$ cat config.mk
export PLATFORM = sky130hd
export DESIGN_NAME = flash_cmd_ctrl
export DESIGN_NICKNAME = d
export VERILOG_FILES = /design/src/rtl/fcc_pkg.sv /design/src/rtl/fcc_decode.sv /design/src/rtl/fcc_ptr_split.sv /design/src/rtl/fcc_window.sv /design/src/rtl/fcc_op_timer.sv /design/src/rtl/flash_cmd_ctrl.sv
export SDC_FILE = /design/constraint.sdc
export NUM_CORES = 1
export LEC_CHECK = 0
export BUFFER_PORTS_ARGS = -buffer_cell sky130_fd_sc_hd__buf_2
export CAP_MARGIN = 20
export CORE_MARGIN = 2
export CORE_UTILIZATION = 45
export CTS_CLUSTER_SIZE = 40
export DETAILED_ROUTE_END_ITERATION = 10
export PLACE_DENSITY = 0.73
export SLEW_MARGIN = 0
export SYNTH_ARGS = -nofsm -noshare
export SYNTH_HDL_FRONTEND = slang
export SYNTH_SLANG_ARGS = --single-unit
export TNS_END_PERCENT = 30
$ cat constraint.sdc
create_clock -name clk -period 1.9 [get_ports clk]
set_clock_uncertainty 0.2 [all_clocks]
set_input_delay 0.19 -clock clk [delete_from_list [all_inputs] [get_ports clk]]
set_output_delay 0.19 -clock clk [all_outputs]
set_load 0.03 [all_outputs]
$ cat src/rtl/fcc_pkg.sv
`timescale 1ns/1ps
package fcc_pkg;

    localparam int CMD_W = 5;

    typedef enum logic [1:0] {
        S_IDLE  = 2'd0,
        S_ARMED = 2'd1,
        S_BUSY  = 2'd2
    } fcc_state_e;

    typedef enum logic [2:0] {
        OP_NONE  = 3'd0,
        OP_FILL  = 3'd1,
        OP_ERASE = 3'd2,
        OP_WRITE = 3'd3,
        OP_LOCK  = 3'd4,
        OP_RWWEN = 3'd5
    } fcc_op_e;

endpackage

$ cat src/rtl/fcc_decode.sv
`timescale 1ns/1ps
// Maps a five-bit command pattern to an operation; anything else is illegal.
module fcc_decode
    import fcc_pkg::*;
(
    input  logic [CMD_W-1:0] bits,
    output logic             legal,
    output fcc_op_e          op
);

    always_comb begin
        legal = 1'b1;
        unique case (bits)
            5'b00001: op = OP_FILL;
            5'b00011: op = OP_ERASE;
            5'b00101: op = OP_WRITE;
            5'b01001: op = OP_LOCK;
            5'b10001: op = OP_RWWEN;
            default: begin
                op    = OP_NONE;
                legal = 1'b0;
            end
        endcase
    end

endmodule

$ cat src/rtl/fcc_ptr_split.sv
`timescale 1ns/1ps
// Splits a byte pointer into word-in-page and page fields and flags
// pages at or above the no-read-while-write boundary.
module fcc_ptr_split #(
    parameter int PTR_W      = 16,
    parameter int PAGE_WORDS = 32,
    parameter int NRWW_PAGE  = 960,
    localparam int WORD_W    = $clog2(PAGE_WORDS),
    localparam int PAGE_W    = PTR_W - 1 - WORD_W
) (
    input  logic [PTR_W-1:0]  ptr,
    output logic [WORD_W-1:0] word,
    output logic [PAGE_W-1:0] page,
    output logic              in_nrww
);

    assign word = ptr[WORD_W:1];
    assign page = ptr[PTR_W-1:WORD_W+1];

    generate
        if (NRWW_PAGE == 0) begin : g_all_nrww
            assign in_nrww = 1'b1;
        end else begin : g_cmp_nrww
            assign in_nrww = (32'(page) >= 32'(NRWW_PAGE));
        end
    endgenerate

endmodule

$ cat src/rtl/fcc_window.sv
`timescale 1ns/1ps
// Counts the edges since the arming write; last is high on the final edge
// of the acceptance window.
module fcc_window #(
    parameter int WINDOW = 4,
    localparam int CW    = (WINDOW > 1) ? $clog2(WINDOW) : 1
) (
    input  logic clk,
    input  logic rst_n,
    input  logic restart,
    input  logic run,
    output logic last
);

    logic [CW-1:0] cnt;

    always_ff @(posedge clk or negedge rst_n) begin
        if (!rst_n) begin
            cnt <= '0;
        end else if (restart) begin
            cnt <= '0;
        end else if (run) begin
            cnt <= cnt + 1'b1;
        end else begin
            cnt <= '0;
        end
    end

    assign last = run && (cnt == CW'(WINDOW - 1));

endmodule

$ cat src/rtl/fcc_op_timer.sv
`timescale 1ns/1ps
// Models the duration of an erase or write with a down counter.
module fcc_op_timer #(
    parameter int ERASE_CYCLES = 40,
    parameter int WRITE_CYCLES = 32,
    localparam int MAXC        = (ERASE_CYCLES > WRITE_CYCLES) ? ERASE_CYCLES : WRITE_CYCLES,
    localparam int TW          = $clog2(MAXC + 1)
) (
    input  logic clk,
    input  logic rst_n,
    input  logic load,
    input  logic sel_write,
    input  logic run,
    output logic expired
);

    logic [TW-1:0] cnt;

    always_ff @(posedge clk or negedge rst_n) begin
        if (!rst_n) begin
            cnt <= '0;
        end else if (load) begin
            cnt <= sel_write ? TW'(WRITE_CYCLES - 1) : TW'(ERASE_CYCLES - 1);
        end else if (run && cnt != '0) begin
            cnt <= cnt - 1'b1;
        end
    end

    assign expired = run && (cnt == '0);

endmodule

$ cat src/rtl/flash_cmd_ctrl.sv
`timescale 1ns/1ps
// Flash self-programming command controller: arm / accept / run sequencer.
module flash_cmd_ctrl
    import fcc_pkg::*;
#(
    parameter int PTR_W        = 16,
    parameter int DATA_W       = 16,
    parameter int PAGE_WORDS   = 32,
    parameter int NRWW_PAGE    = 960,
    parameter int ERASE_CYCLES = 40,
    parameter int WRITE_CYCLES = 32,
    parameter int WINDOW       = 4,
    localparam int WORD_W      = $clog2(PAGE_WORDS),
    localparam int PAGE_W      = PTR_W - 1 - WORD_W
) (
    input  logic              clk,
    input  logic              rst_n,
    input  logic              reg_we,
    input  logic [4:0]        reg_wdata,
    output logic [4:0]        ctl_bits,
    input  logic              st_req,
    input  logic [PTR_W-1:0]  st_ptr,
    input  logic [DATA_W-1:0] st_data,
    output logic              fl_valid,
    output logic [2:0]        fl_cmd,
    output logic [PAGE_W-1:0] fl_page,
    output logic [WORD_W-1:0] fl_word,
    output logic [DATA_W-1:0] fl_data,
    output logic              busy,
    output logic              done,
    output logic              cpu_stall
);

    fcc_state_e       state, state_d;
    logic [CMD_W-1:0] ctl_q, ctl_d;
    logic             nrww_q;

    logic             wr_legal;
    fcc_op_e          wr_op;
    logic             arm_legal;
    fcc_op_e          arm_op;
    logic             win_restart, win_last;
    logic             accept, long_op, tmr_load, tmr_expired, finish;
    logic [WORD_W-1:0] sp_word;
    logic [PAGE_W-1:0] sp_page;
    logic             sp_nrww;

    fcc_decode u_wr_dec (
        .bits  (reg_wdata),
        .legal (wr_legal),
        .op    (wr_op)
    );

    fcc_decode u_arm_dec (
        .bits  (ctl_q),
        .legal (arm_legal),
        .op    (arm_op)
    );

    fcc_ptr_split #(
        .PTR_W      (PTR_W),
        .PAGE_WORDS (PAGE_WORDS),
        .NRWW_PAGE  (NRWW_PAGE)
    ) u_split (
        .ptr     (st_ptr),
        .word    (sp_word),
        .page    (sp_page),
        .in_nrww (sp_nrww)
    );

    fcc_window #(.WINDOW(WINDOW)) u_window (
        .clk     (clk),
        .rst_n   (rst_n),
        .restart (win_restart),
        .run     (state == S_ARMED),
        .last    (win_last)
    );

    fcc_op_timer #(
        .ERASE_CYCLES (ERASE_CYCLES),
        .WRITE_CYCLES (WRITE_CYCLES)
    ) u_timer (
        .clk       (clk),
        .rst_n     (rst_n),
        .load      (tmr_load),
        .sel_write (arm_op == OP_WRITE),
        .run       (state == S_BUSY),
        .expired   (tmr_expired)
    );

    assign long_op = (arm_op == OP_ERASE) || (arm_op == OP_WRITE);

    // Transition logic: arm, rearm, lapse, issue, launch, finish.
    always_comb begin
        state_d     = state;
        ctl_d       = ctl_q;
        win_restart = 1'b0;
        accept      = 1'b0;
        tmr_load    = 1'b0;
        finish      = 1'b0;
        unique case (state)
            S_IDLE: begin
                if (reg_we && wr_legal) begin
                    state_d     = S_ARMED;
                    ctl_d       = reg_wdata;
                    win_restart = 1'b1;
                end
            end
            S_ARMED: begin
                if (st_req && arm_legal) begin
                    accept = 1'b1;
                    if (long_op) begin
                        state_d  = S_BUSY;
                        tmr_load = 1'b1;
                    end else begin
                        state_d = S_IDLE;
                        ctl_d   = '0;
                    end
                end else if (reg_we && wr_legal) begin
                    ctl_d       = reg_wdata;
                    win_restart = 1'b1;
                end else if (win_last) begin
                    state_d = S_IDLE;
                    ctl_d   = '0;
                end
            end
            S_BUSY: begin
                if (tmr_expired) begin
                    state_d = S_IDLE;
                    ctl_d   = '0;
                    finish  = 1'b1;
                end
            end
            default: begin
                state_d = S_IDLE;
                ctl_d   = '0;
            end
        endcase
    end

    // State register.
    always_ff @(posedge clk or negedge rst_n) begin
        if (!rst_n) begin
            state <= S_IDLE;
            ctl_q <= '0;
        end else begin
            state <= state_d;
            ctl_q <= ctl_d;
        end
    end

    // Command issue register: fields are captured only on acceptance.
    always_ff @(posedge clk or negedge rst_n) begin
        if (!rst_n) begin
            fl_valid <= 1'b0;
            fl_cmd   <= '0;
            fl_page  <= '0;
            fl_word  <= '0;
            fl_data  <= '0;
            nrww_q   <= 1'b0;
            done     <= 1'b0;
        end else begin
            fl_valid <= accept;
            done     <= finish;
            if (accept) begin
                fl_cmd <= arm_op;
                unique case (arm_op)
                    OP_FILL: begin
                        fl_page <= '0;
                        fl_word <= sp_word;
                        fl_data <= st_data;
                        nrww_q  <= 1'b0;
                    end
                    OP_ERASE, OP_WRITE: begin
                        fl_page <= sp_page;
                        fl_word <= '0;
                        fl_data <= '0;
                        nrww_q  <= sp_nrww;
                    end
                    OP_LOCK: begin
                        fl_page <= '0;
                        fl_word <= '0;
                        fl_data <= st_data;
                        nrww_q  <= 1'b0;
                    end
                    default: begin
                        fl_page <= '0;
                        fl_word <= '0;
                        fl_data <= '0;
                        nrww_q  <= 1'b0;
                    end
                endcase
            end
        end
    end

    // Port outputs derived from state.
    always_comb begin
        ctl_bits  = ctl_q;
        busy      = (state == S_BUSY);
        cpu_stall = (state == S_BUSY) && nrww_q;
    end

    // Assertions.
    assert_window_lapse_R2: assert property (@(posedge clk) disable iff (!rst_n)
        (state == S_ARMED && win_last && !st_req && !(reg_we && wr_legal))
            |=> (ctl_bits == '0 && !fl_valid));

    assert_illegal_idle_R3: assert property (@(posedge clk) disable iff (!rst_n)
        (state == S_IDLE && reg_we && !wr_legal) |=> (ctl_bits == '0));

    assert_enable_held_R6: assert property (@(posedge clk) disable iff (!rst_n)
        busy |-> (ctl_bits[0] && (ctl_bits[1] ^ ctl_bits[2])));

    assert_done_clean_R8: assert property (@(posedge clk) disable iff (!rst_n)
        done |-> (!busy && ctl_bits == '0));

    assert_page_hold_R9: assert property (@(posedge clk) disable iff (!rst_n)
        (state == S_BUSY && !tmr_expired) |=> $stable(fl_page));

    assert_busy_ignores_R12: assert property (@(posedge clk) disable iff (!rst_n)
        (state == S_BUSY && !tmr_expired) |=> (!fl_valid && $stable(ctl_bits)));

    assert_stall_in_busy_R13: assert property (@(posedge clk) disable iff (!rst_n)
        cpu_stall |-> busy);

endmodule

==> results.yml, run 1 <==
cts:
  cts_buffer_depth: 2
  root_buffer: "clkbuf_8"
  clk_pin_slew_ns: 0.10
  clkSinkCount: 52
  numCtsBuffers: 5
  clk_latency_ns: 0.31
  htree_levels: 2
  cts_tree: "done"
  post_cts_buffers: 0
place:
  dp_hpwl_mm: 4.07
  gp_congestion: 0.816
  portBuffers: 82
die:
  rows: 26
  die_h_um: 77.4
  core_area_um2: 5140
  ios: 84
  die-area_um2: 5990
  initial_utilization_pct: 47.1
  fp.dieW_um: 77.4
global_route:
  grt_max_degree: 37
  grt_pass1_wl_mm: 10.5
  grtUsageTotal_pct: 22.1
  grt-ovfl-total: 0
  antenna_found_initial: 0
  first_global_vias: 2270
cells_and_area:
  diodes: 0
  num-fill-cells: 395
  finish.net_count: 409
  syn2layout_area_growth_pct: 45.4
  drive_above_1_share_pct: 36.9
pwr:
  power.leakage_nw: 1.70
  total_power_mw: 1.94
  power_density_nw_per_um2: 550
  irDropWorstVdd_mv: 0.369
critical_path:
  rr_endpoint: "ctl_bits[3]"
  crit_start: "u_window.cnt[0]"
  crit_arrival_ns: 1.93
  cp_slowest_cell: "dfrtp_1"
  critPathTopFamily: "flip-flops"
  crit_fanout: 3
  critPathLaunchType: "register"
  r2r_slack_ns: -0.03
  cp_cell_sequence: "ha_2 > or3b_4 > a31oi_4 > a32oi_4 > mux2_4"
  slowest_delay_ns: 0.40
  critPathRequiredTime_ns: 1.89
  cp_num_cells: 5
  critPathCapture: "ctl_bits[3]"
  reg2reg_depth: 5
  critPathBufInv: 0
  crit_type: "reg -> reg"
  rr_startpoint: "u_window.cnt[0]"
  critPathCaptureType: "register"
logic_synthesis:
  synthFlopType: "dfrtp_1"
  synth_edf_count: 0
  yosys.area.top_type: "dfrtp_1"
  netlist_instances: 237
  seq_area_frac_synth_pct: 53.7
  yosysTopAreaCellShare_pct: 53.7
  syn_area_per_cell_um2: 10.2
  ys_ff_latch: 52
  synth.area.top_cells: "dfrtp_1 (54%), nand2_1 (9.0%), o21ai_0 (5.2%)"
  synth_nets: 281
  synthesis.area_um2: 2420
  synthArstFlopShare_pct: 100
  synth.distinct_cells: 46
  yosysWarnings: 0
route:
  num_vias: 2219
  wl_mm: 6.51
  drtIter0Drc: 64
  wl_per_cell_um: 14.9
  avgViaCountPerCell: 5.09
  dr.pass1.iters: 4
  drc_errors: 0
  antenna_left: 0
status:
  failed_checks: "setup timing"
  status: "finished with violations"
timing:
  finalCritPeriodShare_pct: 102
  max_slew_margin_pct: 75.0
  drv_slew: 0
  rsz0062_at_grt: "yes"
  worst_pin_slew_ns: 0.374
  fin_setup_tns_ns: -0.0733
  period_needed_ns: 1.93
  worst_slack_ns: -0.0334
  finalHoldViolCount: 0
  max_freq_mhz: 517
  finalSetupViolCount: 4
run:
  maxCapViolations: 0
worst_hold_path:
  holdCritPathClass: "in -> async"
==> area by class of cell <==
type                            count  area, um2  area share, %
Clock inverter                      3       27.5          0.782
Multi-Input combinational cell    163       1100           31.2
Inverter                           10       37.5           1.07
Sequential cell                    52       1310           37.1
Timing Repair Buffer              133        895           25.4
Tap cell                           70       87.6           2.49
Clock buffer                        5       68.8           1.95
==> synthesized netlist by cell type (2+ instances only) <==
cell type and number:
mux2_4 2, o2111ai_1 4, nand4_1 3, buf_2 5, clkbuf_1 4, nor2b_1 2, buf_4 3, o211ai_1 4
nand2_1 58, o21ai_1 2, xor2_1 5, and2_1 3, xnor2_1 2, a21oi_1 2, a22o_1 9, inv_1 10
o21ai_0 25, a211oi_2 2, a31oi_1 3, a21boi_0 2, nand3_1 2, dfrtp_1 52, ha_1 3, o221ai_1 2
a211oi_4 2, o21a_1 2, nor2_1 5
==> metrics by stage <==
step / worst slack (ns) / util (%) / hold slack [ns] / instance area, um2 / cells
after detailed placement: -0.0300 / 58.7 / -0.167 / 3020 / 394
after global placement: 0.00364 / 58.7 / -0.172 / 3020 / 394
after CTS: -0.0345 / 67.5 / 0.0203 / 3470 / 436
after floorplan: 0.0192 / - / -0.306 / 2430 / 237
after global routing: -0.112 / 68.5 / 0.0371 / 3520 / 436
final: -0.0334 / 68.5 / 0.0346 / 3520 / 436
==> cell usage in the layout, fill, tap and decap left out, types with 9 or more instances in the layout <==
cell and count:
buf_2 82, o21ai_0 24, dfrtp_1 47, nand2_1 58, buf_4 15, a22o_1 9, inv_1 10, dlygate4sd3_1 34
==> routing by layer <==
layer  vias to the layer above  track usage [%]  routed length [um]
li1                       1084                -                   -
met1                      1059             26.7                2770
met2                        63             40.1                3350
met3                        13             3.95                 262
met4                         0             6.79                 124
met5                         -                0                   0
==> registers in the layout, indices dropped and copies added (netlist names) <==
signal,flops
fl_valid,1
u_window.cnt,2
fl_cmd,3
ctl_bits,5
state,2
fl_data,16
nrww_q,1
u_timer.cnt,6
done,1
fl_word,5
fl_page,10
==> power by group <==
group | total, mW | leakage, nW | internal (mW) | switching [mW]
Combinational | 0.158 | 0.964 | 0.0897 | 0.0688
Clock | 0.664 | 0.0463 | 0.271 | 0.392
Sequential | 1.11 | 0.692 | 1.11 | 0.00653
Total | 1.94 | 1.70 | 1.47 | 0.468
==> what timing repair did <==
action | CTS | global route
pin swaps | 3 | 4
endpoints found under the setup margin | 5 | 19
endpoints found under the hold margin | 86 | 0
hold buffers | 34 | 0
gates resized for setup | 3 | 13
==> worst min path at each step <==
stage,startpoint,to,cells after the start
after CTS,rst_n,fl_data[8],2
final,rst_n,fl_data[12],2
after global routing,rst_n,fl_data[12],2
after detailed placement,rst_n,fl_data[14],1
after floorplan,rst_n,ctl_bits[0],0
after global placement,rst_n,fl_data[14],1
==> kinds of logic after synthesis <==
kind of cell	synth area share, %
compound gates	20.8
flops	53.7
simple gates	16.1
buf+inv	4.13
fa+ha+maj	1.55
mux	1.24
xor+xnor	2.53
No activity file was read; power rests on OpenSTA's default activity.
==> run 2, diff against run 1 <==
- BUFFER_PORTS_ARGS: -buffer_cell sky130_fd_sc_hd__buf_2 -> -buffer_cell sky130_fd_sc_hd__clkbuf_2
- CORE_MARGIN: 2 -> 8
==> results.yml, run 2 (synthesis results as in run 1) <==
timing:
  worst_slack_ns: -0.0388
  drv_slew: 0
  rsz0062_at_grt: "yes"
  period_needed_ns: 1.94
  worst_pin_slew_ns: 0.394
  max_freq_mhz: 516
  fin_setup_tns_ns: -0.0911
  finalCritPeriodShare_pct: 102
  max_slew_margin_pct: 73.7
  hold-worst-slack_ns: -0.000619
  finalSetupViolCount: 3
  finalHoldViolCount: 1
global_route:
  grt_pass1_wl_mm: 9.98
  first_global_vias: 2086
  antenna_found_initial: 0
  grt_max_degree: 53
  grtUsageTotal_pct: 16.1
  grt-ovfl-total: 0
critical_path:
  critPathLaunchType: "register"
  critPathCaptureType: "register"
  cp_slowest_cell: "dfrtp_1"
  crit_start: "u_window.cnt[0]"
  critPathRequiredTime_ns: 1.89
  crit_arrival_ns: 1.93
  cp_cell_sequence: "ha_2 > or3b_4 > a31oi_4 > a32oi_4 > mux2_4"
  slowest_delay_ns: 0.39
  crit_type: "reg -> reg"
  crit_fanout: 3
  rr_startpoint: "u_window.cnt[0]"
die:
  ios: 84
  fp.dieW_um: 89.4
  core_area_um2: 5140
  die_h_um: 89.4
  die-area_um2: 7990
  initial_utilization_pct: 47.1
  rows: 26
pwr:
  total_power_mw: 2.03
  power_density_nw_per_um2: 575
  irDropWorstVdd_mv: 0.327
  power.leakage_nw: 1.66
status:
  status: "finished with violations"
  failed_checks: "hold timing, setup timing"
worst_hold_path:
  holdCritPathClass: "in -> reg"
  hold_start: "reg_wdata[1]"
cells_and_area:
  mostFrequentLayoutCells: "clkbuf_2 (82), nand2_1 (58), dfrtp_1 (47)"
  final_util_pct: 68.5
  seq_area_um2: 1310
  multiInputGateArea_um2: 1110
  top_register: "fl_data"
  reg_top3: "fl_data (16), fl_page (10), u_timer.cnt (6)"
  num-fill-cells: 397
  syn2layout_area_growth_pct: 45.4
  finish.net_count: 403
  drive_above_1_share_pct: 36.1
  diodes: 0
  largest_reg_flops: 16
  design_area_um2: 3520
  final_common_cell: "clkbuf_2"
  final_cells: 430
cts:
  root_buffer: "clkbuf_8"
  clkSinkCount: 52
  htree_levels: 2
  cts_tree: "done"
  clk_latency_ns: 0.30
  clk_pin_slew_ns: 0.09
  numCtsBuffers: 5
  cts_buffer_depth: 2
route:
  dr.pass1.iters: 4
  avgViaCountPerCell: 4.97
  wl_mm: 6.32
  num_vias: 2139
  wl_per_cell_um: 14.7
  antenna_left: 0
  drtIter0Drc: 65
  drc_errors: 0
place:
  dp.cells: 390
  portBuffers: 82
  dpl_cell_area_um2: 3000
  gp_congestion: 0.824
  dp_hpwl_mm: 4.40
run:
  maxCapViolations: 0
-- run 2: cell count changes in the layout (fill, tap and decap cells not counted), moves of 2 or more --
cell / delta
dlygate4sd3_1: -2
clkbuf_2: +82
buf_4: -7
buf_2: -82
buf_6: +2
-- run 2: critical path: cells and delay by family (launching register included) --
kind,cells,cell delay [ns]
fa+ha+maj,1,0.17
mux,1,0.32
simple gates,1,0.38
compound gates,2,0.35
flops,1,0.39
-- run 2: cell type report --
type	count	area share, %
Inverter	10	1.07
Clock buffer	6	2.06
Timing Repair Buffer	127	24.5
Clock inverter	2	1.10
Multi-Input combinational cell	163	31.6
Tap cell	70	2.49
Sequential cell	52	37.1
-- run 2: power by group --
group / switching, mW / internal (mW)
registers: 0.00659 / 1.11
clock network: 0.359 / 0.398
logic: 0.0663 / 0.0879
-- run 2: per-layer routing --
metal | track usage, % | wire length [um] | up-vias
met5 | 0 | 0 | -
met4 | 4.53 | 76 | 0
met3 | 3.95 | 443 | 8
met2 | 27.2 | 3080 | 64
met1 | 19.8 | 2720 | 1002
li1 | - | - | 1065
-- run 2: stage by stage --
stage / hold slack [ns] / setup WS (ns)
3_5_place_dp: 0.00415 / -0.0968
3_3_place_gp: 0.00756 / 0.00487
4_1_cts: 0.00134 / -0.0615
6_report: -0.000619 / -0.0388
5_1_grt: 0.0253 / -0.0914
2_1_floorplan: -0.306 / 0.0192
-- run 2: final timing paths --
kind	endpoint	slack (ns)	depth (start not counted)
worst max-delay path	ctl_bits[3]	-0.04	5
worst min-delay path	ctl_bits[1]	-0.0006	3
worst max register to register	ctl_bits[3]	-0.04	5
worst min register to register	u_window.cnt[0]	0.24	1
max in group asynchronous	ctl_bits[3]	1.04	3
min in group asynchronous	fl_data[10]	0.21	3
-- run 2: timing repair --
action                                  in CTS  in global routing
gates cloned                                 0                  0
pin swaps                                    1                  4
buffers inserted                             0                  0
endpoints found under the setup margin       5                 30
resized for setup                            2                 18
hold buffers                                32                  0
endpoints found under the hold margin       84                  0
